==> src/rtl/irq_hub_pkg.sv <==
// Package: shared encodings for the interrupt controller.
// Assumes an eight-bit vector and at most eight request lines per controller.
package irq_hub_pkg;

    // Register write selects.
    typedef enum logic [1:0] {
        REG_MASK    = 2'd0,
        REG_BASE    = 2'd1,
        REG_EOI_TOP = 2'd2,
        REG_EOI_LVL = 2'd3
    } reg_sel_e;

    // Acknowledge handshake phase.
    typedef enum logic {
        ACK_IDLE  = 1'b0,
        ACK_WAIT2 = 1'b1
    } ack_state_e;

    localparam logic [7:0] MASTER_BASE = 8'h30;
    localparam logic [7:0] SLAVE_BASE  = 8'h38;

endpackage

==> src/rtl/irq_first_set.sv <==
// Finds the lowest-numbered set bit (highest priority) in a vector.
// Assumes priority falls as the index rises; idx_o is 0 when nothing is set.
module irq_first_set #(
    parameter int N  = 8,
    parameter int IW = $clog2(N)
) (
    input  logic [N-1:0]  vec_i,
    output logic          any_o,
    output logic [IW-1:0] idx_o
);

    // Scan from the lowest priority upward so the top bit wins.
    always_comb begin
        idx_o = '0;
        for (int i = N - 1; i >= 0; i--) begin
            if (vec_i[i]) idx_o = IW'(i);
        end
        any_o = |vec_i;
    end

endmodule

==> src/rtl/irq_req_latch.sv <==
// Rising-edge detector and pending-request register.
// Assumes inputs are already synchronous to clk; a new edge wins over a same-cycle clear.
module irq_req_latch #(
    parameter int N = 8
) (
    input  logic         clk,
    input  logic         rst_n,
    input  logic [N-1:0] irq_i,
    input  logic [N-1:0] clr_i,
    output logic [N-1:0] irr_o
);

    logic [N-1:0] prev_q;
    logic [N-1:0] irr_q;
    logic [N-1:0] rise;

    assign rise  = irq_i & ~prev_q;
    assign irr_o = irr_q;

    // Remember last cycle's input levels for edge detection.
    always_ff @(posedge clk) begin
        if (!rst_n) prev_q <= '0;
        else        prev_q <= irq_i;
    end

    // Hold pending requests until the acknowledge takes them.
    always_ff @(posedge clk) begin
        if (!rst_n) irr_q <= '0;
        else        irr_q <= (irr_q & ~clr_i) | rise;
    end

    assert_edge_latched_R1: assert property (@(posedge clk) disable iff (!rst_n)
        (rise != '0) |=> (irr_q != '0));

    assert_only_edges_set_R1: assert property (@(posedge clk) disable iff (!rst_n)
        (irr_q & ~$past(irr_q) & ~$past(rise)) == '0);

endmodule

==> src/rtl/irq_prio_resolver.sv <==
// Fixed-priority resolver: picks the best unmasked pending request that
// outranks every in-service bit. Assumes index 0 is highest priority.
module irq_prio_resolver #(
    parameter int N  = 8,
    parameter int IW = $clog2(N)
) (
    input  logic [N-1:0]  irr_i,
    input  logic [N-1:0]  mask_i,
    input  logic [N-1:0]  isr_i,
    output logic          grant_o,
    output logic [IW-1:0] idx_o
);

    logic [N-1:0] blocked;
    logic [N-1:0] eligible;

    // An input is blocked when any in-service bit at its level or above is set.
    for (genvar g = 0; g < N; g++) begin : g_block
        assign blocked[g] = |isr_i[g:0];
    end

    assign eligible = irr_i & ~mask_i & ~blocked;

    irq_first_set #(.N(N), .IW(IW)) pick_i (
        .vec_i (eligible),
        .any_o (grant_o),
        .idx_o (idx_o)
    );

endmodule

==> src/rtl/irq_ack_seq.sv <==
// Two-pulse acknowledge sequencer and vector driver.
// Assumes inta_i is high for exactly one cycle per pulse. The master flags the
// cascade input so the slave drives the vector instead.
module irq_ack_seq
    import irq_hub_pkg::*;
#(
    parameter int N           = 8,
    parameter int IW          = $clog2(N),
    parameter int VEC_W       = 8,
    parameter bit IS_SLAVE    = 1'b0,
    parameter int CASCADE_IDX = 2
) (
    input  logic                clk,
    input  logic                rst_n,
    input  logic                inta_i,
    input  logic                cas_en_i,
    input  logic                grant_i,
    input  logic [IW-1:0]       grant_idx_i,
    input  logic [VEC_W-IW-1:0] base_hi_i,
    output logic                commit_o,
    output logic [VEC_W-1:0]    data_o,
    output logic                data_oe_o,
    output logic                cas_sel_o
);

    ack_state_e    state_q;
    logic          sel_q;
    logic [IW-1:0] idx_q;
    logic          to_cascade;

    assign commit_o = (state_q == ACK_IDLE) && inta_i && cas_en_i && grant_i;

    // Track pulse phase and latch the chosen input on the first pulse.
    always_ff @(posedge clk) begin
        if (!rst_n) begin
            state_q <= ACK_IDLE;
            sel_q   <= 1'b0;
            idx_q   <= '0;
        end else if (inta_i) begin
            if (state_q == ACK_IDLE) begin
                state_q <= ACK_WAIT2;
                sel_q   <= cas_en_i;
                idx_q   <= grant_i ? grant_idx_i : IW'(N - 1);
            end else begin
                state_q <= ACK_IDLE;
            end
        end
    end

    // The master decides on cascade handling; a slave never flags it.
    if (IS_SLAVE) begin : g_slave
        assign to_cascade = 1'b0;
        assign cas_sel_o  = 1'b0;
    end else begin : g_master
        assign to_cascade = (idx_q == IW'(CASCADE_IDX));
        assign cas_sel_o  = ((state_q == ACK_IDLE) && inta_i && cas_en_i && grant_i
                             && (grant_idx_i == IW'(CASCADE_IDX)))
                          || ((state_q == ACK_WAIT2) && sel_q && to_cascade);
    end

    // Drive the vector on the second pulse when this controller owns it.
    always_comb begin
        data_oe_o = (state_q == ACK_WAIT2) && inta_i && sel_q && !to_cascade;
        data_o    = data_oe_o ? {base_hi_i, idx_q} : '0;
    end

    assert_oe_single_cycle_R6: assert property (@(posedge clk) disable iff (!rst_n)
        data_oe_o |=> !data_oe_o);

    assert_commit_opens_wait_R5: assert property (@(posedge clk) disable iff (!rst_n)
        commit_o |=> (state_q == ACK_WAIT2));

    assert_cascade_silent_R10: assert property (@(posedge clk) disable iff (!rst_n)
        (cas_sel_o && state_q == ACK_WAIT2) |-> !data_oe_o);

endmodule

==> src/rtl/irq_hub.sv <==
// Top: eight-input priority interrupt controller, master or slave.
// Holds the mask, vector base and in-service registers and handles the
// end-of-interrupt commands. Assumes N_IRQ <= VEC_W and requests synchronous to clk.
module irq_hub
    import irq_hub_pkg::*;
#(
    parameter int N_IRQ       = 8,
    parameter int VEC_W       = 8,
    parameter bit IS_SLAVE    = 1'b0,
    parameter int CASCADE_IDX = 2
) (
    input  logic             clk,
    input  logic             rst_n,
    input  logic [N_IRQ-1:0] irq_i,
    input  logic             wr_en_i,
    input  logic [1:0]       wr_sel_i,
    input  logic [VEC_W-1:0] wr_data_i,
    input  logic             inta_i,
    input  logic             cas_en_i,
    output logic             int_o,
    output logic [VEC_W-1:0] data_o,
    output logic             data_oe_o,
    output logic             cas_sel_o
);

    localparam int IDX_W  = $clog2(N_IRQ);
    localparam int BASE_W = VEC_W - IDX_W;
    localparam logic [VEC_W-1:0] RESET_BASE = IS_SLAVE ? VEC_W'(SLAVE_BASE)
                                                       : VEC_W'(MASTER_BASE);

    logic [N_IRQ-1:0]  irr;
    logic [N_IRQ-1:0]  mask_q;
    logic [N_IRQ-1:0]  isr_q;
    logic [N_IRQ-1:0]  isr_set;
    logic [N_IRQ-1:0]  isr_clr;
    logic [BASE_W-1:0] base_hi_q;
    logic              grant;
    logic [IDX_W-1:0]  grant_idx;
    logic              commit;
    logic              isr_any;
    logic [IDX_W-1:0]  isr_top_idx;

    irq_req_latch #(.N(N_IRQ)) req_i (
        .clk   (clk),
        .rst_n (rst_n),
        .irq_i (irq_i),
        .clr_i (isr_set),
        .irr_o (irr)
    );

    irq_prio_resolver #(.N(N_IRQ), .IW(IDX_W)) prio_i (
        .irr_i   (irr),
        .mask_i  (mask_q),
        .isr_i   (isr_q),
        .grant_o (grant),
        .idx_o   (grant_idx)
    );

    irq_first_set #(.N(N_IRQ), .IW(IDX_W)) isr_top_i (
        .vec_i (isr_q),
        .any_o (isr_any),
        .idx_o (isr_top_idx)
    );

    irq_ack_seq #(
        .N           (N_IRQ),
        .IW          (IDX_W),
        .VEC_W       (VEC_W),
        .IS_SLAVE    (IS_SLAVE),
        .CASCADE_IDX (CASCADE_IDX)
    ) ack_i (
        .clk         (clk),
        .rst_n       (rst_n),
        .inta_i      (inta_i),
        .cas_en_i    (cas_en_i),
        .grant_i     (grant),
        .grant_idx_i (grant_idx),
        .base_hi_i   (base_hi_q),
        .commit_o    (commit),
        .data_o      (data_o),
        .data_oe_o   (data_oe_o),
        .cas_sel_o   (cas_sel_o)
    );

    assign int_o = grant;

    // Mask and vector base written through the register port.
    always_ff @(posedge clk) begin
        if (!rst_n) begin
            mask_q    <= '0;
            base_hi_q <= RESET_BASE[VEC_W-1:IDX_W];
        end else if (wr_en_i) begin
            if (wr_sel_i == REG_MASK) mask_q    <= wr_data_i[N_IRQ-1:0];
            if (wr_sel_i == REG_BASE) base_hi_q <= wr_data_i[VEC_W-1:IDX_W];
        end
    end

    // Work out which in-service bits to set (acknowledge) and clear (EOI).
    always_comb begin
        isr_set = commit ? (N_IRQ'(1) << grant_idx) : '0;
        isr_clr = '0;
        if (wr_en_i && wr_sel_i == REG_EOI_TOP && isr_any)
            isr_clr = N_IRQ'(1) << isr_top_idx;
        if (wr_en_i && wr_sel_i == REG_EOI_LVL)
            isr_clr = N_IRQ'(1) << wr_data_i[IDX_W-1:0];
    end

    // In-service register update.
    always_ff @(posedge clk) begin
        if (!rst_n) isr_q <= '0;
        else        isr_q <= (isr_q & ~isr_clr) | isr_set;
    end

    assert_mask_blocks_R2: assert property (@(posedge clk) disable iff (!rst_n)
        commit |-> !mask_q[grant_idx]);

    assert_nest_higher_R4: assert property (@(posedge clk) disable iff (!rst_n)
        (commit && isr_any) |-> (grant_idx < isr_top_idx));

    assert_single_set_R5: assert property (@(posedge clk) disable iff (!rst_n)
        $countones(isr_q & ~$past(isr_q)) <= 1);

    assert_isr_needs_eoi_R9: assert property (@(posedge clk) disable iff (!rst_n)
        (($past(isr_q) & ~isr_q) != '0) |-> $past(wr_en_i && wr_sel_i[1]));

endmodule

==> config.mk <==
export PLATFORM = sky130hd
export DESIGN_NAME = irq_hub
export DESIGN_NICKNAME = d
export VERILOG_FILES = /design/src/rtl/irq_hub_pkg.sv /design/src/rtl/irq_first_set.sv /design/src/rtl/irq_req_latch.sv /design/src/rtl/irq_prio_resolver.sv /design/src/rtl/irq_ack_seq.sv /design/src/rtl/irq_hub.sv
export SDC_FILE = /design/constraint.sdc
export NUM_CORES = 1
export LEC_CHECK = 0
export ABC_AREA = 1
export BUFFER_PORTS_ARGS = -buffer_cell sky130_fd_sc_hd__clkbuf_2
export CORE_AREA = 2 2 85 55
export DETAILED_ROUTE_END_ITERATION = 12
export DIE_AREA = 0 0 87 57
export GPL_TIMING_DRIVEN = 0
export PLACE_DENSITY = 0.77
export SYNTH_ARGS = -nofsm -noshare
export SYNTH_HDL_FRONTEND = slang
export SYNTH_HIERARCHICAL = 1
export SYNTH_SLANG_ARGS = --single-unit
==> constraint.sdc <==
create_clock -name clk -period 2.4 [get_ports clk]
set_clock_uncertainty 0.2 [all_clocks]
set_input_delay 0.12 -clock clk [delete_from_list [all_inputs] [get_ports clk]]
set_output_delay 0.12 -clock clk [all_outputs]
set_load 0.05 [all_outputs]
==> impl_metrics.json, run 1 <==
{
  "cts_max_path_buffers": 2,
  "filler_cell_count": 377,
  "cts_tree": "done",
  "drcViolationCount": 0,
  "rsz0062_at_grt": "yes",
  "wl_per_cell_um": 10.7,
  "worstSetupEndpointType": "output pin",
  "synth.distinct_cells": 25,
  "path_cells": "nor2_2 -> nand3_2 -> nor2_2 -> or2_4 -> nand3_2 -> a31oi_4 -> nand2_1 -> nor2_1 -> nand3_1 -> nand2_1 -> buf_6",
  "leakagePower_nw": 1.52,
  "cts-root-buf": "clkbuf_8",
  "nNetsFinal": 453,
  "drv_cap": 0,
  "grt_start_max_net_pins": 16,
  "clk_latency_ns": 0.29,
  "syn_nets": 390,
  "n_antenna_cell": 0,
  "vdd_drop_max_mv": 0.396,
  "syn_inst": 367,
  "worstPathMaxFanout": 4,
  "antenna_found_initial": 0,
  "max_stage_delay_ns": 0.36,
  "final.min_clock_period_ns": 2.32,
  "cts.clk_slew.worst_paths_ns": 0.08,
  "status": "complete, no violations",
  "relSlewSlack_pct": 72.9,
  "portBuffers": 33,
  "dieArea_mm2": 0.00496,
  "first_global_vias": 2109,
  "die_width_um": 87,
  "drtIter0Drc": 120,
  "clock_sinks": 42,
  "critPathBufInv": 1,
  "final_common_cell": "nand2_1",
  "drive_gt1_share_pct": 18.8,
  "antenna_left": 0,
  "final_area_mm2": 0.00291,
  "io_pins": 34,
  "slew_violations": 0,
  "ff2ff_setup_slack_ns": 0.18,
  "hp-class": "in2reg",
  "synth-seq-cells": 42,
  "syn-cell-area_mm2": 0.00226,
  "critical_path_class": "reg2out",
  "core-area_mm2": 0.00426,
  "slowest_stage": "dfxtp_1",
  "area_growth_pct": 29.0,
  "die_y_um": 57,
  "start_util_pct": 53.0,
  "grt_pass1_wl_mm": 8.88,
  "routed_wirelength_mm": 5.15,
  "start_kind": "flop",
  "clock.fmax_mhz": 431,
  "hold_viol_final": 0,
  "required_ns": 2.08,
  "dp_hpwl_mm": 3.73,
  "ys_warn_count": 6,
  "viasPerCell": 4.68,
  "avgSynthCellArea_um2": 6.15,
  "num_rows": 19,
  "dr.pass1.iters": 4,
  "layout_common_cells": "88 x nand2_1, 81 x inv_1, 57 x nor2_1",
  "tightest_slew_ns": 0.405,
  "final_core_util_pct": 68.4,
  "period_share_pct": 96.7,
  "h-tree-depth": 2,
  "arrival_ns": 2.00,
  "crit_family": "simple AND/OR/NAND/NOR gates",
  "grt_use_total_pct": 22.8,
  "gp_congestion": 0.856,
  "cts_made_buffers": 5,
  "routed-via-count": 2262,
  "dpl_cell_area_mm2": 0.00249,
  "grt_overflow": 0,
  "setup_violations": 0,
  "p_per_area_mw_per_mm2": 668,
  "ys_seq_area_share_pct": 37.3
}
==> sequential cells by signal (all words and copies together) (netlist names) <==
| name | flops |
|---|---|
| ack_i/sel_q | 1 |
| mask_q | 8 |
| base_hi_q | 5 |
| ack_i/state_q | 1 |
| isr_q | 8 |
| req_i/prev_q | 8 |
| req_i/irr_o | 8 |
| ack_i/idx_q | 3 |
==> routing by layer <==
metal	vias up	wire length, µm	global-route usage [%]
met3	8	303	6.37
met5	-	0	0
met2	66	2110	34.2
met1	966	2670	32.2
met4	0	60	6.70
li1	1222	-	-
==> where the power goes <==
part | switching, mW | leakage, nW | internal [mW]
Sequential | 0.0327 | 0.347 | 0.745
Combinational | 0.289 | 1.10 | 0.196
Clock | 0.239 | 0.0714 | 0.444
==> per-stage QoR <==
step                      instances  hold WS [ns]  setup TNS [ns]  power, mW  setup slack (ns)
after floorplan                 367        0.0135               0       1.08            0.0844
after global placement          452         0.116               0       1.16             0.103
after detailed placement        452         0.120        -0.00375       1.17          -0.00375
after CTS                       480        0.0260               0       1.91         0.0000551
after global routing            483        0.0719         -0.0926       2.06           -0.0845
final                           483        0.0394               0       1.94            0.0785
==> path summary, 6_finish.rpt <==
path | start | end | depth (start not counted)
max reg2reg | isr_q[2] | req_i/irr_o[2] | 15
min reg2reg | base_hi_q[2] | base_hi_q[2] | 2
max | isr_q[2] | cas_sel_o | 11
min | wr_sel_i[1] | mask_q[0] | 4
==> tightest hold or removal path, delay by kind of cell <==
kind / cells / cell delay (ns)
AOI/OAI and AO/OA: 2 / 0.19
buffers and inverters: 1 / 0.12
and+or+nand+nor: 1 / 0.06
==> synth_stat cells, drive strengths merged <==
library cell   n  area [µm²]
nand3b         1        7.51
a21oi         15        78.8
a31oi          2        12.5
inv           84         315
nand2         91         354
buf            3        30.0
dfxtp         42         841
nor3b          2        20.0
nor2          73         309
clkbuf         1        3.75
or2            2        12.5
nand3         34         175
o21ai         11        55.1
nor3           4        30.0
nand4          2        12.5
==> cell type report <==
type                    count  area, µm²  share of cell area [%]
multi-input cells         237       1120                    38.5
flip-flops and latches     42        842                    28.9
plain buffers               4       33.8                    1.16
inverters                  84        315                    10.8
repair buffers             56        392                    13.5
well taps                  52       65.1                    2.23
clock buffers               6       82.6                    2.84
clock inverters             2       60.1                    2.06
==> what timing repair did <==
action                     CTS  global route
gates resized for setup      6            10
setup endpoints to repair    1            11
hold endpoints to repair    31             0
buffers inserted             1             3
hold buffers                19             0
pin swaps                    1             2
==> cell families after synthesis <==
logic type,synth area share (%)
and+or+nand+nor,40.8
DFF,37.3
AOI/OAI and AO/OA,6.49
buffers and inverters,15.5
Note: power is estimated with default switching activity, not from simulation.
==> run 2, diff against run 1 <==
- CTS_CLUSTER_SIZE: not set -> 24
- clock period: 2.4 -> 2.2 ns (I/O delays scaled with it)
==> run 2 against run 1 <==
Against the previous run: the run now ends with setup timing left; critical path depth is 2 higher; sequential power rose by 9.0%; combinational power increased by 22%; flip-flop and latch count unchanged; die area stayed put; largest cell class unchanged; largest power group unchanged; highest routed layer unchanged.
==> impl_metrics.json, run 2 (synthesis results as in run 1) <==
{
  "worstSetupEndpointType": "output pin",
  "io_pins": 34,
  "clock.fmax_mhz": 430,
  "drive_gt1_share_pct": 23.1,
  "grt_start_max_net_pins": 16,
  "p_sw_share_pct": 33.4,
  "fin_ws_ns": -0.127,
  "p_int_mw": 1.30,
  "gp_congestion": 0.837,
  "min_path_cells": 4,
  "p_clk_share_pct": 26.4,
  "worstReg2RegStart": "isr_q[0]",
  "tightest_slew_ns": 0.427,
  "antenna_found_initial": 0,
  "antenna_left": 0,
  "start_util_pct": 53.0,
  "drcViolationCount": 0,
  "hp-start": "wr_sel_i[1]",
  "ff2ff_setup_slack_ns": -0.08,
  "r2r_cells": 17,
  "viasPerCell": 4.76,
  "final.min_clock_period_ns": 2.33,
  "setup_violations": 9,
  "worst_r2r_endpoint": "req_i/irr_o[5]",
  "max_stage_delay_ns": 0.36,
  "cts-root-buf": "clkbuf_8",
  "layout_common_cells": "83 x nand2_1, 77 x inv_1, 51 x nor2_1",
  "h-tree-depth": 2,
  "grt_overflow": 0,
  "drv_cap": 0,
  "startpoint": "isr_q[0]",
  "crit_family": "simple AND/OR/NAND/NOR gates",
  "dp_hpwl_mm": 3.80,
  "final_core_util_pct": 69.4,
  "p_switching_uw": 653,
  "clock_sinks": 42,
  "arrival_ns": 2.02,
  "rsz0062_at_grt": "yes",
  "leakagePower_nw": 1.51,
  "routed-via-count": 2307,
  "cts_max_path_buffers": 2,
  "period_share_pct": 106,
  "status": "finished, violations left",
  "combPwrFrac_pct": 30.2,
  "first_global_vias": 2094,
  "pre_cts_slack_ns": -0.133,
  "start_kind": "flop",
  "cts.clk_slew.worst_paths_ns": 0.08,
  "die_width_um": 87,
  "slew_violations": 0,
  "path_cells": "nor2_4 -> buf_6 -> nand3_1 -> nor2_2 -> inv_2 -> nand4_1 -> inv_1 -> nand2_2 -> inv_2 -> nor2_1 -> nand3_1 -> nand2_1 -> buf_8",
  "num_rows": 19,
  "clk_latency_ns": 0.30,
  "required_ns": 1.89,
  "hp-class": "in2reg",
  "nNetsFinal": 455,
  "p_per_area_mw_per_mm2": 661,
  "core-area_mm2": 0.00426,
  "slowest_stage": "dfxtp_4",
  "drtIter0Drc": 125,
  "critPathBufInv": 5,
  "grt_pass1_wl_mm": 8.99,
  "routed_wirelength_mm": 5.50,
  "portBuffers": 33,
  "violations": "setup timing",
  "dr.pass1.iters": 4,
  "p_seq_share_pct": 43.4,
  "cts_made_buffers": 5,
  "critical_path_class": "reg2out",
  "worstPathMaxFanout": 5,
  "hold_end": "base_hi_q[2]",
  "die_y_um": 57,
  "relSlewSlack_pct": 71.4,
  "cts_tree": "done",
  "vdd_drop_max_mv": 0.512,
  "final_common_cell": "nand2_1",
  "hold_viol_final": 0,
  "area_growth_pct": 30.9,
  "grt_use_total_pct": 23.3,
  "n_antenna_cell": 0,
  "dieArea_mm2": 0.00496,
  "wl_per_cell_um": 11.3
}
## run 2: what timing repair did
item                       4_1_cts  5_1_grt
gates resized for setup         13       29
pin swaps                        5        8
hold endpoints to repair        31        0
setup buffers                    3        3
hold buffers                    19        0
setup endpoints to repair       12       17
## run 2: tightest hold or removal path: stages
cell,delay [ns]
clkbuf_2,0.12
nor2_1,0.11
nand2_1,0.07
nand3_1,0.07
## run 2: through the flow
step / instance area [µm²] / setup TNS [ns] / total power [mW] / cells / hold slack [ns]
floorplan: 2260 / 0 / 1.18 / 367 / 0.00345
global placement: 2490 / -0.233 / 1.27 / 452 / 0.106
detailed placement: 2490 / -0.574 / 1.28 / 452 / 0.110
CTS: 2850 / -0.0599 / 1.88 / 482 / 0.0231
global route: 2950 / -3.15 / 2.08 / 485 / 0.0707
finish: 2950 / -0.517 / 1.95 / 485 / 0.0273
## run 2: power by group through the flow
stage	Clock [mW]	Combinational [mW]	Sequential (mW)
2_1_floorplan	0	0.327	0.852
3_3_place_gp	0	0.409	0.862
3_5_place_dp	0	0.419	0.863
4_1_cts	0.524	0.504	0.848
6_report	0.515	0.590	0.848
5_1_grt	0.563	0.659	0.854
## run 2: how the worst max path moves through the flow
stage / endpoint / cells past startpoint
3_5_place_dp: cas_sel_o / 11
6_report: cas_sel_o / 13
4_1_cts: cas_sel_o / 11
3_3_place_gp: cas_sel_o / 11
2_1_floorplan: req_i/irr_o[0] / 15
5_1_grt: req_i/irr_o[2] / 17
## run 2: cell type report
type / count / area, µm²
inverter: 84 / 315
tap: 52 / 65.1
clock buffer: 7 / 86.3
buffer: 4 / 33.8
fill: 381 / 1300
sequential: 42 / 847
timing repair buffer: 58 / 417
clock inverter: 1 / 5.00
multi-input combinational: 237 / 1180
## run 2: metal layers
metal / GRT usage, % / vias to the layer above / wire length (µm)
met3: 4.63 / 6 / 326
li1: - / 1235 / -
met4: 9.38 / 0 / 59
met1: 33.8 / 1011 / 2750
met5: 0 / - / 0
met2: 34.2 / 55 / 2370
==> run 3, diff against run 2 <==
- CORE_AREA: 2 2 85 55 -> 2 2 64 72
- DIE_AREA: 0 0 87 57 -> 0 0 66 74
==> run 3 against run 2 <==
Against the previous run: routed wire length up 2.5%; via count up 3.2%; count of clock-buffer cells in the layout unchanged; the run still ends with setup timing left; design area up 0.76%.
==> impl_metrics.json, run 3 (synthesis results as in run 1) <==
{
  "core-area_mm2": 0.00419,
  "critical_path_class": "reg2out",
  "drcViolationCount": 0,
  "status": "finished, violations left",
  "leakagePower_nw": 1.52,
  "grt_use_total_pct": 23.1,
  "final_area_mm2": 0.00298,
  "worst_r2r_endpoint": "req_i/irr_o[1]",
  "drtIter0Drc": 96,
  "worstReg2RegStart": "isr_q[0]",
  "slew_violations": 0,
  "pre_cts_slack_ns": -0.153,
  "worstSetupEndpointType": "output pin",
  "gp_congestion": 0.903,
  "antenna_left": 0,
  "p_sw_share_pct": 33.5,
  "n_antenna_cell": 0,
  "final_common_cell": "nand2_1",
  "p_clk_share_pct": 25.8,
  "path_cells": "nor2_4 -> nand3_4 -> nor2_4 -> or2_4 -> nand3_2 -> a31oi_4 -> nand2_2 -> nor2_2 -> nand3_1 -> nand2_1 -> buf_8",
  "hold_viol_final": 0,
  "filler_cell_count": 351,
  "r2r_cells": 17,
  "portBuffers": 33,
  "p_int_mw": 1.31,
  "power_mw": 1.97,
  "start_kind": "flop",
  "critPathBufInv": 1,
  "routed-via-count": 2381,
  "cts_tree": "done",
  "ff2ff_setup_slack_ns": -0.07,
  "slowest_stage": "dfxtp_4",
  "h-tree-depth": 2,
  "num_rows": 25,
  "hp-class": "in2reg",
  "required_ns": 1.89,
  "rsz0062_at_grt": "yes",
  "setup_violations": 8,
  "whs_ns": 0.0138,
  "vdd_drop_max_mv": 0.434,
  "final.min_clock_period_ns": 2.34,
  "dp_hpwl_mm": 3.68,
  "crit_family": "simple AND/OR/NAND/NOR gates",
  "drive_gt1_share_pct": 23.9,
  "routed_wirelength_mm": 5.64,
  "dpl.cell_count": 454,
  "area_growth_pct": 31.9,
  "clock_sinks": 42,
  "first_global_vias": 2156,
  "p_seq_share_pct": 43.2,
  "grt_start_max_net_pins": 16,
  "dieArea_mm2": 0.00488,
  "die_width_um": 66,
  "drv_cap": 0,
  "grt_pass1_wl_mm": 8.71,
  "combPwrFrac_pct": 31.0,
  "stdcell_count": 489,
  "start_util_pct": 53.9,
  "viasPerCell": 4.87,
  "max_stage_delay_ns": 0.37,
  "final_core_util_pct": 71.0,
  "antenna_found_initial": 0,
  "clk_latency_ns": 0.30,
  "cts_made_buffers": 5,
  "fin_ws_ns": -0.139,
  "clock.fmax_mhz": 428,
  "min_path_cells": 4,
  "dr.pass1.iters": 4,
  "p_per_area_mw_per_mm2": 661,
  "hp-start": "wr_sel_i[1]",
  "wl_per_cell_um": 11.5,
  "io_pins": 34,
  "violations": "setup timing",
  "tightest_slew_ns": 0.413,
  "fin_tns_setup_ns": -0.448,
  "nNetsFinal": 457,
  "period_share_pct": 106,
  "hold_end": "mask_q[0]",
  "worstPathMaxFanout": 5,
  "cts-root-buf": "clkbuf_8",
  "cts.clk_slew.worst_paths_ns": 0.07,
  "cts_max_path_buffers": 2,
  "grt_overflow": 0,
  "layout_common_cells": "85 x nand2_1, 78 x inv_1, 49 x nor2_1",
  "p_switching_uw": 659,
  "relSlewSlack_pct": 72.3,
  "die_y_um": 74,
  "crit_top_cell": "nor2_4",
  "arrival_ns": 2.03,
  "dpl_cell_area_mm2": 0.00249
}
==> run 3: cell count changes in the layout (fill, tap and decap cells not counted) <==
cell / previous run / this run
dfxtp_2: 2 / 4
nand2_1: 83 / 85
inv_1: 77 / 78
dfxtp_1: 39 / 37
buf_4: 7 / 8
nand3_1: 32 / 31
nand3_2: 1 / 2
nand2_2: 7 / 5
nor2_2: 15 / 17
nor2_1: 51 / 49
clkbuf_2: 31 / 32
inv_2: 7 / 6
==> run 3: power by group through the flow <==
| stage | Combinational (mW) | Sequential (mW) | Clock (mW) |
|---|---|---|---|
| 2_1_floorplan | 0.327 | 0.852 | 0 |
| 3_3_place_gp | 0.409 | 0.860 | 0 |
| 3_5_place_dp | 0.418 | 0.861 | 0 |
| 4_1_cts | 0.518 | 0.848 | 0.525 |
| 5_1_grt | 0.668 | 0.856 | 0.549 |
| 6_report | 0.610 | 0.851 | 0.508 |
==> run 3: layer usage <==
metal | wire (µm) | global-route usage (%) | vias up
met4 | 216 | 11.8 | 0
met1 | 2310 | 25.0 | 1046
met3 | 296 | 6.20 | 21
met2 | 2810 | 41.3 | 77
li1 | - | - | 1237
met5 | 0 | 0 | -
==> run 3: worst max-delay path by stage <==
stage                        start  slack, ns        endpoint  depth (start not counted)
final                     isr_q[0]      -0.14       cas_sel_o                         11
after CTS                 isr_q[1]      -0.04       cas_sel_o                         11
after detailed placement  isr_q[0]      -0.15  req_i/irr_o[5]                         16
after global routing      isr_q[0]      -0.27  req_i/irr_o[4]                         17
after global placement    isr_q[0]       -0.1  req_i/irr_o[1]                         16
after floorplan           isr_q[0]       0.06  req_i/irr_o[0]                         15
==> run 3: area by class of cell <==
type	instances	area, µm²	share of cell area, %
Multi-Input combinational cell	237	1190	40.0
Sequential cell	42	850	28.5
Timing Repair Buffer	60	429	14.4
Inverter	84	315	10.6
Clock buffer	7	86.3	2.90
Tap cell	54	67.6	2.27
Buffer	4	33.8	1.13
Clock inverter	1	5.00	0.168
==> run 3: worst reg2reg max path, delay by kind of cell (launching register included) <==
family          cells  cell delay [ns]
compound gates      1             0.14
buf+inv             5             0.37
flops               1             0.37
simple gates       11             1.08
==> run 3: repair_timing <==
item,4_1_cts,5_1_grt
hold endpoints to repair,31,0
pin swaps,7,12
setup endpoints to repair,13,17
buffers inserted,4,4
hold buffers,19,0
gates resized for setup,22,21
